**src/rtl/thermGuardPkg.sv**
```systemverilog
package thermGuardPkg;

  // Strobes from control to datapath, valid for one clock
  typedef struct packed {
    logic hotSet;    // enter the over-temperature state
    logic hotClr;    // leave the over-temperature state
    logic cntInc;    // count one shutdown event
    logic latchSet;  // latch the device off
    logic clrAll;    // enable low: clear everything, force shutdown
  } guardStrobes_t;

  // State the datapath reports back to control
  typedef struct packed {
    logic hot;
    logic cntFull;
    logic cntAtLast;
    logic latched;
  } guardStatus_t;

endpackage

```
**src/rtl/flagSync.sv**
```systemverilog
module flagSync #(
  parameter int WIDTH  = 2,
  parameter int STAGES = 2
) (
  input  logic             clk,
  input  logic             rstN,
  input  logic [WIDTH-1:0] asyncIn,
  output logic [WIDTH-1:0] syncOut
);

  generate
    if (STAGES == 0) begin : g_bypass
      assign syncOut = asyncIn;
    end else begin : g_chain
      logic [WIDTH-1:0] stage [STAGES];
      for (genvar i = 0; i < STAGES; i++) begin : g_stage
        if (i == 0) begin : g_first
          always_ff @(posedge clk or negedge rstN) begin
            if (!rstN) stage[0] <= '0;
            else       stage[0] <= asyncIn;
          end
        end else begin : g_next
          always_ff @(posedge clk or negedge rstN) begin
            if (!rstN) stage[i] <= '0;
            else       stage[i] <= stage[i-1];
          end
        end
      end
      assign syncOut = stage[STAGES-1];
    end
  endgenerate

endmodule

```
**src/rtl/thermGuardCtrl.sv**
```systemverilog
module thermGuardCtrl
  import thermGuardPkg::*;
(
  input  logic          enable,
  input  logic          hotFlag,
  input  logic          coolFlag,
  input  guardStatus_t  status,
  output guardStrobes_t strobes
);

  always_comb begin
    strobes        = '0;
    strobes.clrAll = !enable;
    if (enable) begin
      // The trip flag wins over the recovery flag
      strobes.hotSet   = hotFlag && !status.hot;
      strobes.hotClr   = status.hot && !hotFlag && coolFlag;
      // One count per rising entry; stop at the limit
      strobes.cntInc   = strobes.hotSet && !status.cntFull;
      strobes.latchSet = strobes.cntInc && status.cntAtLast;
    end
  end

endmodule

```
**src/rtl/thermGuardPath.sv**
```systemverilog
module thermGuardPath
  import thermGuardPkg::*;
#(
  parameter int EVENT_LIMIT = 4,
  parameter int CNT_W       = $clog2(EVENT_LIMIT + 1)
) (
  input  logic             clk,
  input  logic             rstN,
  input  guardStrobes_t    strobes,
  output guardStatus_t     status,
  output logic             shutdown,
  output logic             otStatus,
  output logic             latchedFault,
  output logic             faultN,
  output logic [CNT_W-1:0] eventCount
);

  localparam logic [CNT_W-1:0] LIMIT_V = CNT_W'(EVENT_LIMIT);
  localparam logic [CNT_W-1:0] LAST_V  = CNT_W'(EVENT_LIMIT - 1);

  logic             hotQ, hotD;
  logic             latchedQ, latchedD;
  logic             shutdownQ, shutdownD;
  logic [CNT_W-1:0] countQ, countD;

  always_comb begin
    hotD     = hotQ;
    latchedD = latchedQ;
    countD   = countQ;
    if (strobes.clrAll) begin
      hotD     = 1'b0;
      latchedD = 1'b0;
      countD   = '0;
    end else begin
      if (strobes.hotSet)      hotD = 1'b1;
      else if (strobes.hotClr) hotD = 1'b0;
      if (strobes.cntInc)   countD   = countQ + 1'b1;
      if (strobes.latchSet) latchedD = 1'b1;
    end
    shutdownD = strobes.clrAll || hotD || latchedD;
  end

  always_ff @(posedge clk or negedge rstN) begin
    if (!rstN) begin
      hotQ      <= 1'b0;
      latchedQ  <= 1'b0;
      shutdownQ <= 1'b1;
      countQ    <= '0;
    end else begin
      hotQ      <= hotD;
      latchedQ  <= latchedD;
      shutdownQ <= shutdownD;
      countQ    <= countD;
    end
  end

  assign status.hot       = hotQ;
  assign status.cntFull   = (countQ == LIMIT_V);
  assign status.cntAtLast = (countQ == LAST_V);
  assign status.latched   = latchedQ;

  assign shutdown     = shutdownQ;
  assign otStatus     = hotQ;
  assign latchedFault = latchedQ;
  assign faultN       = ~latchedQ;
  assign eventCount   = countQ;

endmodule

```
**src/rtl/thermGuard.sv**
```systemverilog
module thermGuard
  import thermGuardPkg::*;
#(
  parameter int SYNC_STAGES = 2,
  parameter int EVENT_LIMIT = 4
) (
  input  logic clk,
  input  logic rstN,
  input  logic enable,
  input  logic overTemp,
  input  logic underRecover,
  output logic shutdown,
  output logic otStatus,
  output logic latchedFault,
  output logic faultN
);

  localparam int CNT_W = $clog2(EVENT_LIMIT + 1);

  logic [1:0]       flagsSync;
  guardStrobes_t    strobes;
  guardStatus_t     status;
  logic [CNT_W-1:0] eventCount;

  flagSync #(.WIDTH(2), .STAGES(SYNC_STAGES)) u_sync (
    .clk     (clk),
    .rstN    (rstN),
    .asyncIn ({overTemp, underRecover}),
    .syncOut (flagsSync)
  );

  thermGuardCtrl u_ctrl (
    .enable   (enable),
    .hotFlag  (flagsSync[1]),
    .coolFlag (flagsSync[0]),
    .status   (status),
    .strobes  (strobes)
  );

  thermGuardPath #(.EVENT_LIMIT(EVENT_LIMIT), .CNT_W(CNT_W)) u_path (
    .clk          (clk),
    .rstN         (rstN),
    .strobes      (strobes),
    .status       (status),
    .shutdown     (shutdown),
    .otStatus     (otStatus),
    .latchedFault (latchedFault),
    .faultN       (faultN),
    .eventCount   (eventCount)
  );

endmodule

```
**config.mk**
```make
export PLATFORM = sky130hd
export DESIGN_NAME = thermGuard
export DESIGN_NICKNAME = d
export VERILOG_FILES = /design/src/rtl/thermGuardPkg.sv /design/src/rtl/flagSync.sv /design/src/rtl/thermGuardCtrl.sv /design/src/rtl/thermGuardPath.sv /design/src/rtl/thermGuard.sv
export SDC_FILE = /design/constraint.sdc
export NUM_CORES = 1
export LEC_CHECK = 0
export BUFFER_PORTS_ARGS = -buffer_cell sky130_fd_sc_hd__buf_4
export CORE_AREA = 2 2 39 41
export DETAILED_ROUTE_END_ITERATION = 12
export DIE_AREA = 0 0 41 43
export GPL_TIMING_DRIVEN = 0
export PLACE_DENSITY_LB_ADDON = 0.25
export SLEW_MARGIN = 20
export SYNTH_ARGS = -nofsm -noshare
export SYNTH_HDL_FRONTEND = slang
export SYNTH_SLANG_ARGS = --single-unit
```
**constraint.sdc**
```tcl
create_clock -name clk -period 2.85 [get_ports clk]
set_input_delay 0.1425 -clock clk [delete_from_list [all_inputs] [get_ports clk]]
set_output_delay 0.1425 -clock clk [all_outputs]
set_load 0.005 [all_outputs]
```
# Yosys cells after proc, flatten, opt, wreduce, memory -nomap -nowiden

Index checks and enable logic that the tools add are counted.

Add/subtract/negate cells: 1
Bitwise operators: 1
Equality and inequality tests: 3
Mux-type cells: 8
Reduce and logical (&&, ||, !) cells: 11

Operators with widths:

| operator                                              | number |
|---|---|
| two-way mux 3 bit                                     | 2 |
| logical AND 1 bit                                     | 5 |
| two-way mux 1 bit                                     | 5 |
| zero test 1 bit                                       | 4 |
| two-way mux 4 bit                                     | 1 |
| adder 3 x 1 -> 3 bit, second input constant           | 1 |
| == test 3 x 2 -> 1 bit, second input constant         | 1 |
| == test 3 bit, second input constant                  | 1 |
| logical OR 1 bit                                      | 2 |
| inequality test 2 x 1 -> 1 bit, second input constant | 1 |
| inverter 1 bit                                        | 1 |

Logic and storage cells: 30
Bits in registers: 10
Output and inout bits: 4

# Logic depth before layout (Yosys ltp)

Depth after elaboration: 10
Depth in mapped cells: 4
Depth with buffers taken out: 4

# Cells and area by module

Synthesis repeated with hierarchy kept, for this count alone.

Cells, all modules: 39
Area total of the unflattened synthesis: 450.4 sq um

Modules (own cells, without submodules):

| module         | cells each | sequential area each (sq um) | area each (sq um) | instances |
|---|---|---|---|---|
| thermGuardPath | 28         | 151.4                        | 294.0             | 1 |
| flagSync       | 6          | 100.1                        | 115.1             | 1 |
| thermGuardCtrl | 5          | 0.0                          | 41.3              | 1 |

# Worst setup path before layout

No wires, ideal clock.

Kind: register to register
Start point: reg u_path.countQ[0] (netlist: u_path.eventCount[0])
End point: reg u_path.countQ[0] (netlist: u_path.eventCount[0])
Arrival time: 1.115 ns
Clock period less this slack: 1.195 ns
Setup slack: 1.655 ns
Cell stages (with the launch flop): 5
Cells stage by stage: dfrtp_1 -> inv_1 -> ha_1 -> a211oi_4 -> mux2i_1

Word-level cells in the longest chain between the ends: 5
Elaborated cells between the ends (all ways): 8

Ends and longest elaborated chain:

| what                                                                         | RTL line             | source |
|---|---|---|
| start, declared                                                              | thermGuardPath.sv:24 | `logic [CNT_W-1:0] countQ, countD;` |
| start signal, assigned                                                       | thermGuardPath.sv:53 | `countQ <= countD;` |
| parallel branches: the longest is 5 deep, another holds adder 3 x 1 -> 3 bit | n/a                  |  |

Parallel ways; which one is timed is not known. The select of a mux whose other input is x is not followed.
A chain may end at the register's enable or synchronous reset.

# Final worst setup path

Ends and elaborated chain as after synthesis.

==> reports/metrics.yaml <==
outcome: "finished clean"
max_cap_viol_count: 0
pwr_per_cell_area_nw_per_um2: 568.0
drive_gt1_share_pct: 30.61
post-synth-top-area-fraction_pct: 54.38
register_area_sq_um: 251.5
detail_route.vias_per_cell: 4.169
tritoncts: "built"
layout-area-overhead-vs-synth_pct: 35.35
grt_util_overall_pct: 11.01
worst_ir_drop_vdd_v: 0.0002790
placeableCoreArea_sq_um: 1384
setup-violations-final: 0
ctsLongestPathBuffers: 2
final_min_period_over_clock_period_pct: 45.62
n_antenna_cell: 0
cts_max_level: 1
worstReg2RegEnd: "u_path.eventCount[0]"
fin_skew_ps: 2.068
maximum_number_of_pins_on_one_net_before_global_route_repair: 11
hold_path.class: "in2reg"
postSynthRegisterBits: 10
die-area_sq_um: 1763
post-route-drc-count: 0
grt_setup_unrepaired: "no"
ys.warnings.count: 0
setup_total_negative_slack_ps: 0
crit_path_max_fanout: 4
finalHoldViolCount: 0
cts_post_setup_buffers_inserted: 0
cts.sinks: 10
crit_path_start_kind: "flop"
mostFrequentLayoutCells: "sky130_fd_sc_hd__dfrtp_1, sky130_fd_sc_hd__buf_4, sky130_fd_sc_hd__inv_1"
layout.filler_cells: 141
critical_path_required_ps: 3040
drv_slew: 0
die_width_um: 41
placed_area_sq_um: 494.2
synthesis.area_per_instance_sq_um: 12.18
final_cell_area_sq_um: 560.5
crit_path_end_kind: "flop"
antenna_violations_before_repair: 0
fp.dieH_um: 43
final.min_clock_period_ps: 1300
synth_cell_type_count: 15
syn_area_sq_um: 414.1
totalWireLength_um: 684
core.rowCount: 14
synth_top_cells_by_area: "sky130_fd_sc_hd__dfrtp_1, sky130_fd_sc_hd__ha_1, sky130_fd_sc_hd__dfstp_2"
cts_resized: 0
combined_area_of_the_multi_input_logic_cells_sq_um: 136.4
routed-via-count: 271
finalWeightedCongestion: 0.6493
mostFrequentLayoutCell: "sky130_fd_sc_hd__dfrtp_1"
initialDrtViolationCount: 3
timing_worst_setup_path_type: "reg2reg"
wl_per_cell_um: 10.52
clk_pin_slew_worst_paths_ps: 70
grt_pass1_wl_um: 1173
global_route.overflow_total: 0
number_of_global_route_vias_before_repair: 287
critical_path_arrival_ps: 1490
r2r_slack_ps: 1550
critPathLaunch: "u_path.eventCount[0]"
detailed_place_hpwl_um: 540.2
cts_buf_count: 3
initial_core_util_pct: 29.93
timing.slew.headroom_pct: 79.73
worst_setup_path_end: "u_path.eventCount[0]"
synth.largest_area_cell: "sky130_fd_sc_hd__dfrtp_1"
firstDrtPassIters: 3
number_of_nets_with_antenna_violations_after_routing: 0
max_freq_mhz: 769.2
worstRegToRegCells: 4
power.static_leakage_nw: 0.2733
clock_insertion_delay_worst_skew_ps: 260
nets: 58
netlist_instances: 34
rr_startpoint: "u_path.eventCount[0]"
root_buffer: "sky130_fd_sc_hd__clkbuf_4"
io_buffers: 8
timing_worst_slew_pin_value_ps: 303.1
io_pins: 9
synth_seq_area_share_pct: 60.73
mappedNetlistNets: 42
post-layout-total-power_mw: 0.3184
synthesized netlist by cell type:
cell type / n
sky130_fd_sc_hd__and2_1: 1
sky130_fd_sc_hd__a211oi_4: 1
sky130_fd_sc_hd__ha_1: 3
sky130_fd_sc_hd__nand3_1: 1
sky130_fd_sc_hd__dfrtp_1: 9
sky130_fd_sc_hd__a22o_1: 1
sky130_fd_sc_hd__nor2_1: 1
sky130_fd_sc_hd__dfstp_2: 1
sky130_fd_sc_hd__o21a_1: 1
sky130_fd_sc_hd__inv_2: 1
sky130_fd_sc_hd__a21oi_1: 1
sky130_fd_sc_hd__mux2i_1: 2
sky130_fd_sc_hd__inv_1: 6
sky130_fd_sc_hd__nand2_1: 4
sky130_fd_sc_hd__a211oi_1: 1
layout make-up:
cell class | count | area share (%)
tap | 16 | 3.571
sequential | 10 | 44.87
clock buffer | 4 | 6.473
inverter | 7 | 4.687
multi-input combinational | 17 | 24.33
timing repair buffer | 11 | 16.07
power by group:
group	internal (mW)	leakage [nW]	total (mW)	switching (mW)
clock network	0.0775	0.0210	0.126	0.0481
registers	0.151	0.124	0.157	0.00618
logic	0.0186	0.128	0.0357	0.0171
total	0.247	0.273	0.318	0.0714
sequential cells by signal, summed over array words and instances (netlist names):
name                  flops
u_path.otStatus           1
u_sync.syncOut            2
u_sync.g_chain.stage      2
u_path.latchedFault       1
u_path.shutdown           1
u_path.eventCount         3
worst min path at each step:
stage	slack (ps)	cells after the start	endpoint	startpoint
finish	90	2	u_path.shutdown	enable
global route	100	2	u_path.shutdown	enable
CTS	90	2	u_path.shutdown	enable
detailed placement	-20	1	u_path.otStatus	rstN
global placement	-30	1	u_path.otStatus	rstN
floorplan	-150	0	u_path.eventCount[0]	rstN
per-layer routing:
layer  global-route usage [%]  wire length [um]  vias to the layer above
met5                        0                 0                        -
met4                    8.000                 7                        0
met3                    4.712                44                        2
met2                    14.37               336                        9
met1                    13.85               296                      120
li1                         -                 -                      140
cells by family (layout without fill, tap and decap cells):
logic type                 Yosys count  in the layout  share of synthesized area, %
buffers and inverters                7             22                         6.343
muxes                                2              2                         4.834
AOI/OAI and AO/OA                    5              5                         11.78
and+or+nand+nor                      7              7                         7.249
DFF                                 10             10                         60.73
adders and majority gates            3              3                         9.064
repair_timing:
action | 4_1_cts | 5_1_grt
hold buffers | 3 | 0
setup endpoints to repair | 0 | 0
hold endpoints to repair | 12 | 0
worst max-delay path, cell delays in order (launching register included):
cell	delay (ps)
sky130_fd_sc_hd__dfrtp_1	370
sky130_fd_sc_hd__inv_1	60
sky130_fd_sc_hd__ha_1	230
sky130_fd_sc_hd__a211oi_4	350
sky130_fd_sc_hd__mux2i_1	220
per-stage QoR:
stage	setup WS, ps	std cells	hold slack (ps)	util [%]
floorplan	1655	34	-153.1	-
global placement	1604	58	-28.06	35.71
detailed placement	1552	58	-23.37	35.71
CTS	1538	65	89.41	40.51
global route	1464	65	104.0	40.51
finish	1550	65	93.01	40.51
No activity file was read; power rests on OpenSTA's default activity.
